**src/rtl/led_pkg.sv**
```systemverilog
package led_pkg;
    localparam int NPORT      = 5;
    localparam int BAR_W      = 8;
    localparam int FRAME_BITS = 16;
    localparam int NLINE      = 3;
    localparam int PCT_W      = 7;

    typedef logic [FRAME_BITS-1:0] word_t;
    typedef logic [BAR_W-1:0][PCT_W-1:0] thr_t;

    // step n lights at thresholds[n]
    localparam thr_t UTIL_THR = {7'd80, 7'd60, 7'd40, 7'd30, 7'd15, 7'd10, 7'd5, 7'd1};
    localparam thr_t COLL_THR = {7'd60, 7'd30, 7'd20, 7'd15, 7'd10, 7'd5, 7'd2, 7'd1};

    typedef enum logic [2:0] {
        PH_ON1  = 3'd0,
        PH_OFF1 = 3'd1,
        PH_ON2  = 3'd2,
        PH_OFF2 = 3'd3,
        PH_RUN  = 3'd4
    } phase_e;
endpackage

```
**src/rtl/led_therm_bar.sv**
```systemverilog
module led_therm_bar
    import led_pkg::*;
#(
    parameter thr_t THR = UTIL_THR
) (
    input  logic [PCT_W-1:0] pct_i,
    output logic [BAR_W-1:0] bar_o
);
    for (genvar n = 0; n < BAR_W; n++) begin : g_step
        assign bar_o[n] = (pct_i >= THR[n]);
    end
endmodule

```
**src/rtl/led_frame_pack.sv**
```systemverilog
module led_frame_pack
    import led_pkg::*;
(
    input  phase_e               phase_i,
    input  logic [NPORT-1:0]     jab_i,
    input  logic [NPORT-1:0]     part_i,
    input  logic [NPORT-1:0]     act_i,
    input  logic                 gpart_i,
    input  logic                 ram_fail_i,
    input  logic                 col10_i,
    input  logic                 col100_i,
    input  logic [BAR_W-1:0]     u10_bar_i,
    input  logic [BAR_W-1:0]     u100_bar_i,
    input  logic [BAR_W-1:0]     coll_bar_i,
    output word_t [NLINE-1:0]    lit_o
);
    // bit FRAME_BITS-1 goes out in slot 0; a 1 means the LED is lit
    always_comb begin
        unique case (phase_i)
            PH_ON1, PH_ON2:   lit_o = {NLINE{{FRAME_BITS{1'b1}}}};
            PH_OFF1, PH_OFF2: lit_o = '0;
            default: begin
                lit_o[0] = {jab_i, part_i, act_i, 1'b0};
                lit_o[1] = {1'b0, gpart_i, ram_fail_i, coll_bar_i, 3'b000, col10_i, col100_i};
                lit_o[2] = {u10_bar_i, u100_bar_i};
            end
        endcase
    end
endmodule

```
**src/rtl/led_frame_drv.sv**
```systemverilog
module led_frame_drv
    import led_pkg::*;
#(
    parameter int CK_HALF_LOG2 = 2,
    parameter int FRAME_CYC    = 5_000_000,
    parameter int BLINK_CYC    = 16_760_000
) (
    input  logic                 clk,
    input  logic                 rst_n,
    input  logic [NPORT-1:0]     jab_i,
    input  logic [NPORT-1:0]     part_i,
    input  logic [NPORT-1:0]     act_i,
    input  logic                 gpart_i,
    input  logic                 ram_fail_i,
    input  logic                 col10_i,
    input  logic                 col100_i,
    input  logic [PCT_W-1:0]     util10_i,
    input  logic [PCT_W-1:0]     util100_i,
    input  logic [PCT_W-1:0]     coll_pct_i,
    output logic                 led_ck_o,
    output logic [NLINE-1:0]     led_o
);
    localparam int BURST_CYC = 2 ** (CK_HALF_LOG2 + 5);
    localparam int CNT_W     = $clog2(FRAME_CYC);
    localparam int BLK_W     = (BLINK_CYC > 1) ? $clog2(BLINK_CYC) : 1;

    typedef struct packed {
        logic [CNT_W-1:0]  cnt;
        logic [BLK_W-1:0]  blk;
        phase_e            phase;
        word_t [NLINE-1:0] lit;
    } st_t;

    st_t st_d, st_q;

    logic [BAR_W-1:0]  u10_bar, u100_bar, coll_bar;
    word_t [NLINE-1:0] lit_new;
    logic              frame_end, in_burst;
    logic [3:0]        slot;

    led_therm_bar #(.THR(UTIL_THR)) u_bar_u10  (.pct_i(util10_i),   .bar_o(u10_bar));
    led_therm_bar #(.THR(UTIL_THR)) u_bar_u100 (.pct_i(util100_i),  .bar_o(u100_bar));
    led_therm_bar #(.THR(COLL_THR)) u_bar_coll (.pct_i(coll_pct_i), .bar_o(coll_bar));

    led_frame_pack u_pack (
        .phase_i    (st_q.phase),
        .jab_i      (jab_i),
        .part_i     (part_i),
        .act_i      (act_i),
        .gpart_i    (gpart_i),
        .ram_fail_i (ram_fail_i),
        .col10_i    (col10_i),
        .col100_i   (col100_i),
        .u10_bar_i  (u10_bar),
        .u100_bar_i (u100_bar),
        .coll_bar_i (coll_bar),
        .lit_o      (lit_new)
    );

    assign frame_end = (st_q.cnt == CNT_W'(FRAME_CYC - 1));
    assign in_burst  = (st_q.cnt < CNT_W'(BURST_CYC));
    assign slot      = st_q.cnt[CK_HALF_LOG2+4 -: 4];

    always_comb begin
        st_d     = st_q;
        st_d.cnt = frame_end ? '0 : st_q.cnt + 1'b1;
        if (st_q.phase != PH_RUN) begin
            if (st_q.blk == BLK_W'(BLINK_CYC - 1)) begin
                st_d.blk   = '0;
                st_d.phase = phase_e'(st_q.phase + 3'd1);
            end else begin
                st_d.blk = st_q.blk + 1'b1;
            end
        end
        if (frame_end) begin
            st_d.lit = lit_new;
        end
    end

    always_ff @(posedge clk) begin
        if (!rst_n) begin
            st_q.cnt   <= '0;
            st_q.blk   <= '0;
            st_q.phase <= PH_ON1;
            st_q.lit   <= {NLINE{{FRAME_BITS{1'b1}}}};
        end else begin
            st_q <= st_d;
        end
    end

    always_comb begin
        led_ck_o = in_burst & st_q.cnt[CK_HALF_LOG2];
        for (int i = 0; i < NLINE; i++) begin
            led_o[i] = in_burst ? ~st_q.lit[i][4'd15 - slot] : 1'b1;
        end
    end

    AST_CNT_RANGE: assert property (@(posedge clk) disable iff (!rst_n)
        st_q.cnt < CNT_W'(FRAME_CYC));
    AST_DATA_HOLD_HIGH: assert property (@(posedge clk) disable iff (!rst_n)
        led_ck_o |-> $stable(led_o));
    AST_FRAME_HOLD: assert property (@(posedge clk) disable iff (!rst_n)
        !frame_end |=> $stable(st_q.lit));
    AST_RUN_STICKY: assert property (@(posedge clk) disable iff (!rst_n)
        (st_q.phase == PH_RUN) |=> (st_q.phase == PH_RUN));
    AST_PHASE_STEP: assert property (@(posedge clk) disable iff (!rst_n)
        (st_q.phase != PH_RUN) |=> (st_q.phase == $past(st_q.phase)) ||
                                   (st_q.phase == phase_e'($past(st_q.phase) + 3'd1)));
    AST_UTIL_THERMO: assert property (@(posedge clk) disable iff (!rst_n)
        ((u10_bar >> 1) & ~u10_bar) == '0 && ((u100_bar >> 1) & ~u100_bar) == '0);
    AST_COLL_THERMO: assert property (@(posedge clk) disable iff (!rst_n)
        ((coll_bar >> 1) & ~coll_bar) == '0);
endmodule

```
**config.mk**
```make
export PLATFORM = sky130hd
export DESIGN_NAME = led_frame_drv
export DESIGN_NICKNAME = d
export VERILOG_FILES = /design/src/rtl/led_pkg.sv /design/src/rtl/led_therm_bar.sv /design/src/rtl/led_frame_pack.sv /design/src/rtl/led_frame_drv.sv
export SDC_FILE = /design/constraint.sdc
export NUM_CORES = 1
export LEC_CHECK = 0
export ABC_CLOCK_PERIOD_IN_PS = 6300
export BUFFER_PORTS_ARGS = -buffer_cell sky130_fd_sc_hd__buf_2
export CORE_ASPECT_RATIO = 0.75
export CORE_UTILIZATION = 50
export DETAILED_ROUTE_END_ITERATION = 8
export GPL_TIMING_DRIVEN = 0
export PLACE_DENSITY_LB_ADDON = 0.15
export SETUP_SLACK_MARGIN = 0.05
export SYNTH_ARGS = -nofsm -noshare
export SYNTH_HDL_FRONTEND = slang
export SYNTH_SLANG_ARGS = --single-unit
```
**constraint.sdc**
```tcl
create_clock -name clk -period 6.3 [get_ports clk]
set_input_delay 1.26 -clock clk [delete_from_list [all_inputs] [get_ports clk]]
set_output_delay 1.26 -clock clk [all_outputs]
set_load 0.05 [all_outputs]
```
==> impl_metrics.tcl, run 1 <==
set metrics [dict create \
    status "finished clean" \
    cts_root_buf "clkbuf_16" \
    netlist_area_mm2 0.00481 \
    setup_violations 0 \
    critPathTopFamily "buffers and inverters" \
    nets 640 \
    synthFlopType "dfxtp_1" \
    start_kind "flop" \
    yosysWarnings 0 \
    place_area_mm2 0.00519 \
    io_buffers 45 \
    clock_latency_ns 0.35 \
    crit_type "reg -> out" \
    hp-class "reg -> reg" \
    core_area_mm2 0.00920 \
    drive_above_1_share 0.164 \
    syn2layout_area_growth_pct 14.6 \
    num_vias 4252 \
    top_layer_used "met4" \
    fill_cells 823 \
    gp_congestion 0.921 \
    syn-num-nets 584 \
    wl_met3_um 561 \
    setup-tns-final_ns 0 \
    gr-total-overflow 0 \
    synthDistinctLibCells 59 \
    max-slew-margin-rel 0.480 \
    fin_util 0.599 \
    critPathRequiredTime_ns 5.04 \
    clockBufferDepth 2 \
    synth-edff-count 0 \
    cts.reportedPaths.clkPinSlew_ns 0.06 \
    finalCriticalPeriod_ns 3.66 \
    antennaDiodeCount 0 \
    dr.pass1.iters 4 \
    slowest_stage "mux4_2" \
    viasPerCell 5.87 \
    skew_ns 0.0105 \
    cts_tree "yes" \
    ctsResizeCount 0 \
    syn_inst 535 \
    cts_buffers 9 \
    hpwl_um 8590 \
    hold_viol_final 0 \
    critPathMaxFanout 10 \
    post-route-cell-area_mm2 0.00551 \
    mostFrequentLayoutCells "dfxtp_1 (94), nand2_1 (59), buf_2 (55), a21oi_1 (43), nor2_1 (28)" \
    synthArstFlopShare 0 \
    arrival_ns 2.40 \
    layout_commonest_cell "dfxtp_1" \
    r2r_slack_ns 3.67 \
    drc_errors 0 \
    period_share 0.580 \
    slew_viol_final 0 \
    synth_seq_cells 94 \
    crit_path_end_kind "output pin" \
    maxCapViolCount 0 \
    cts.sinks 94 \
    drt_wl_total_um 11800 \
    crit_top_cell "buf_2" \
    crit_chain "buf_4, buf_2, mux4_2, nand2_1, o311ai_0, o211ai_1, buf_2" \
    routedWlPerCell_um 16.2 \
    cpPeakStageDelay_ns 0.54 \
    drtIter0Drc 324 \
    boundaryPins 46 \
    grt_usage 0.253 \
    met1_length_um 6090 \
    start_util 0.523 \
    yosysSeqAreaShare 0.391 \
    avgSynthCellArea_um2 8.99 \
    postRouteAntennaNets 0 \
    grt_max_degree 15 \
    cts_setup_buffers 0 \
    rows 30 \
    first_global_vias 3978 \
    tightestPinTransition_ns 0.779 \
    hold_buffers 0 \
    die_height_um 86.9 \
    pwr_density_cell_mw_per_mm2 225 \
    grt_pass1_wl_um 19600 \
    die_x_um 115 \
    p_leak_uw 0.00187 \
    vdd_drop_max_uv 147 \
    max_freq_ghz 0.274 \
    die_area_mm2 0.0100 \
    crit_buf_inv 3 \
    cts_max_level 3 \
    wl_met2_um 5020 \
    antenna_found_initial 0 \
    rsz0062_at_grt "false" \
]
## worst paths after layout
check / startpoint / endpoint / cells past startpoint
max reg2reg: st_q[48] / st_q[37] / 7
min: st_q[17] / st_q[17] / 1
min reg2reg: st_q[17] / st_q[17] / 1
max: slot[0] / led_o[1] / 7
## state kept, by name, indices dropped and copies added (netlist names)
register,flops
slot,4
st_q,90
## synthesized netlist by cell type, types with 9 or more instances
cell type	count	area (um^2)
xnor2_1	11	96.3
nor3_1	12	60.1
or4_1	10	75.1
nand2_1	59	221
or3_1	11	68.8
a2bb2oi_1	22	193
a21oi_1	43	215
nor2_1	28	105
nand3_1	15	75.1
clkbuf_1	16	60.1
o2bb2ai_1	16	140
xor2_1	9	78.8
buf_2	10	50.1
mux4_2	11	248
nor4_1	12	75.1
nand4_1	20	125
o21ai_0	23	115
dfxtp_1	94	1880
## worst register-to-register path: cells and delay by family (launching register included)
kind	cells	cell delay [ns]
DFF	1	0.40
and+or+nand+nor	1	0.33
adders and majority gates	1	0.26
buffers and inverters	2	0.60
AOI/OAI and AO/OA	3	0.97
## through the flow
step / instances / worst slack [ns] / power (uW) / hold slack [ns]
2_1_floorplan: 535 / 2.96 / 642 / 0.425
3_3_place_gp: 708 / 3.02 / 669 / 0.441
3_5_place_dp: 708 / 3.00 / 670 / 0.442
4_1_cts: 724 / 2.62 / 1250 / 0.465
5_1_grt: 724 / 2.49 / 1290 / 0.468
6_report: 724 / 2.64 / 1240 / 0.463
## final cells by class
type / count / area (um^2) / share of cell area
clock inverters: 3 / 67.6 / 0.0123
multi-input cells: 403 / 2750 / 0.499
repair buffers: 45 / 225 / 0.0409
clock buffers: 13 / 250 / 0.0454
inverters: 7 / 26.3 / 0.00477
plain buffers: 31 / 148 / 0.0268
flip-flops and latches: 94 / 1880 / 0.342
well taps: 128 / 160 / 0.0291
## power by group
part | switching [uW] | internal [uW] | total, uW | leakage (uW)
clock network | 225 | 359 | 584 | 0.000150
registers | 4.09 | 597 | 601 | 0.000760
logic | 32.3 | 23.8 | 56.1 | 0.000961
## layer usage
layer | track usage | up-vias
met1 | 0.369 | 2014
met5 | 0 | -
li1 | - | 2133
met3 | 0.0689 | 8
met2 | 0.372 | 97
met4 | 0.0567 | 0
## kinds of logic after synthesis
kind of cell               after synthesis  share of synthesized area
and+or+nand+nor                        211                      0.239
AOI/OAI and AO/OA                      144                      0.205
DFF                                     94                      0.391
muxes                                   21                     0.0731
xor gates and xnor gates                20                     0.0364
buffers and inverters                   38                     0.0362
adders and majority gates                7                     0.0182
Power figures use the tool's default switching activity.
==> run 2, diff against run 1 <==
ABC_CLOCK_PERIOD_IN_PS = 3000   (was 6300)
clock period = 3 ns   (was 6.3 ns; I/O delays follow)
==> run 2 against run 1 <==
  * Combinational power grew 110%
  * Clock power grew 110%
  * Critical path depth is the same
  * First-iteration DRC count grew 0.31%
  * Clock skew shrank 0.0016 ns
  * Die area is the same
  * Register-to-register slack lost 3.3 ns
  * Setup slack lost 2.5 ns
  * Via count grew 0.59%
  * Sequential share of layout area shrank 0.093 points
  * Global-route usage is the same
  * Total power grew 110%
  * Critical endpoint unchanged
  * Largest power group unchanged
  * Highest routed layer unchanged
==> impl_metrics.tcl, run 2 (synthesized netlist as in run 1, its figures left out) <==
set metrics [dict create \
    p_leak_uw 0.00187 \
    clockBufferDepth 2 \
    drive_above_1_share 0.166 \
    timing.rr.end "st_q[37]" \
    start_kind "flop" \
    finalCriticalPeriod_ns 2.83 \
    drc_errors 0 \
    hp-class "reg -> reg" \
    grt_pass1_wl_um 19600 \
    antenna_found_initial 0 \
    arrival_ns 2.23 \
    num_vias 4277 \
    cts_setup_buffers 0 \
    antennaDiodeCount 0 \
    critPathRequiredTime_ns 2.40 \
    worst-r2r-cell-count 7 \
    gr-total-overflow 0 \
    maxCapViolCount 0 \
    gp_congestion 0.921 \
    die_area_mm2 0.0100 \
    routedWlPerCell_um 16.3 \
    layout_commonest_cell "dfxtp_1" \
    mostFrequentLayoutCells "dfxtp_1 (94), nand2_1 (59), buf_2 (52), a21oi_1 (43), nor2_1 (28)" \
    period_share 0.942 \
    setup-tns-final_ns 0 \
    crit_path_end_kind "output pin" \
    grt_max_degree 15 \
    critPathMaxFanout 10 \
    grt_usage 0.253 \
    start_util 0.523 \
    crit_type "reg -> out" \
    max_freq_ghz 0.354 \
    slowest_stage "mux4_2" \
    rows 30 \
    worstHoldPathCells 1 \
    min_delay_worst_endpoint "st_q[17]" \
    syn2layout_area_growth_pct 14.9 \
    clock_latency_ns 0.35 \
    hpwl_um 8590 \
    largest-register "st_q" \
    drt_wl_total_um 11800 \
    drtIter0Drc 325 \
    stdcell_count 724 \
    cts_tree "yes" \
    setup_violations 0 \
    core_area_mm2 0.00920 \
    rsz0062_at_grt "false" \
    boundaryPins 46 \
    viasPerCell 5.91 \
    dr.pass1.iters 4 \
    postRouteAntennaNets 0 \
    critPathTopFamily "buffers and inverters" \
    r2r_slack_ns 0.36 \
    cts_max_level 3 \
    skew_ns 0.00898 \
    slew_viol_final 0 \
    crit_buf_inv 3 \
    hold_viol_final 0 \
    pwr_density_cell_mw_per_mm2 473 \
    first_global_vias 3978 \
    place_inst 708 \
    io_buffers 45 \
    largest_reg_flops 90 \
    max-slew-margin-rel 0.473 \
    r2r_start "st_q[48]" \
    die_x_um 115 \
    cpPeakStageDelay_ns 0.51 \
    tightestPinTransition_ns 0.790 \
    die_height_um 86.9 \
    cts_buffers 9 \
    nets 640 \
    cts.sinks 94 \
    cts_root_buf "clkbuf_16" \
    fill_cells 826 \
    crit_chain "buf_4, buf_6, mux4_2, nand2_1, o311ai_0, o211ai_1, clkbuf_4" \
    status "finished clean" \
    hold_path_startpoint "st_q[17]" \
    vdd_drop_max_uv 310 \
    cts.reportedPaths.clkPinSlew_ns 0.06 \
]
run 2: cell count changes in the layout (fill, tap and decap cells not counted):
| cell | before | now |
|---|---|---|
| buf_1 | 2 | 1 |
| buf_4 | 1 | 2 |
| buf_6 | 2 | 3 |
| clkbuf_4 | 0 | 2 |
| buf_2 | 55 | 52 |
run 2: worst max path at each step:
stage	cells past startpoint	startpoint	to	slack (ns)
finish	7	slot[0]	led_o[1]	0.17
CTS	7	slot[0]	led_o[1]	0.08
global placement	7	slot[0]	led_o[2]	0.38
global route	7	slot[0]	led_o[1]	0.07
floorplan	5	slot[0]	led_o[0]	0.32
detailed placement	7	slot[0]	led_o[2]	0.36
run 2: what timing repair did:
action / in CTS / in global routing
hold buffers: 0 / 0
gates resized for setup: 2 / 5
setup endpoints to repair: 3 / 3
endpoints found under the hold margin: 0 / 0
run 2: cell type report:
cell class              count  area (um^2)  area share
multi-input cells         403         2750       0.498
plain buffers              31          155      0.0281
clock buffers              13          250      0.0453
flip-flops and latches     94         1880       0.341
clock inverters             3         67.6      0.0122
well taps                 128          160      0.0290
repair buffers             45          233      0.0421
inverters                   7         26.3     0.00476
run 2: per-stage QoR:
step | hold WS [ns] | worst slack (ns) | cell area [um^2] | power [uW] | util
3_3_place_gp | 0.441 | 0.382 | 5190 | 1400 | 0.565
3_5_place_dp | 0.442 | 0.359 | 5190 | 1410 | 0.565
6_report | 0.465 | 0.173 | 5530 | 2610 | 0.601
5_1_grt | 0.468 | 0.0700 | 5530 | 2700 | 0.601
2_1_floorplan | 0.425 | 0.324 | 4810 | 1350 | -
4_1_cts | 0.465 | 0.0831 | 5510 | 2630 | 0.600
run 2: routing by layer:
metal | up-vias | share of wire | GRT usage
met5 | - | 0 | 0
met4 | 0 | 0.0090 | 0.0567
met3 | 10 | 0.051 | 0.0689
met2 | 104 | 0.43 | 0.372
met1 | 2029 | 0.51 | 0.369
li1 | 2134 | - | -
run 2: where the power goes:
part           internal [uW]  switching (uW)  leakage [uW]
sequential              1250            8.59      0.000760
clock                    754             476      0.000150
combinational           50.1            67.6      0.000964
run 2: worst reg2reg max path: cells and delay by family, from the launching register on:
kind / cells / cell delay, ns
simple gates: 1 / 0.33
flops: 1 / 0.40
buf+inv: 2 / 0.60
compound gates: 3 / 0.98
fa+ha+maj: 1 / 0.26
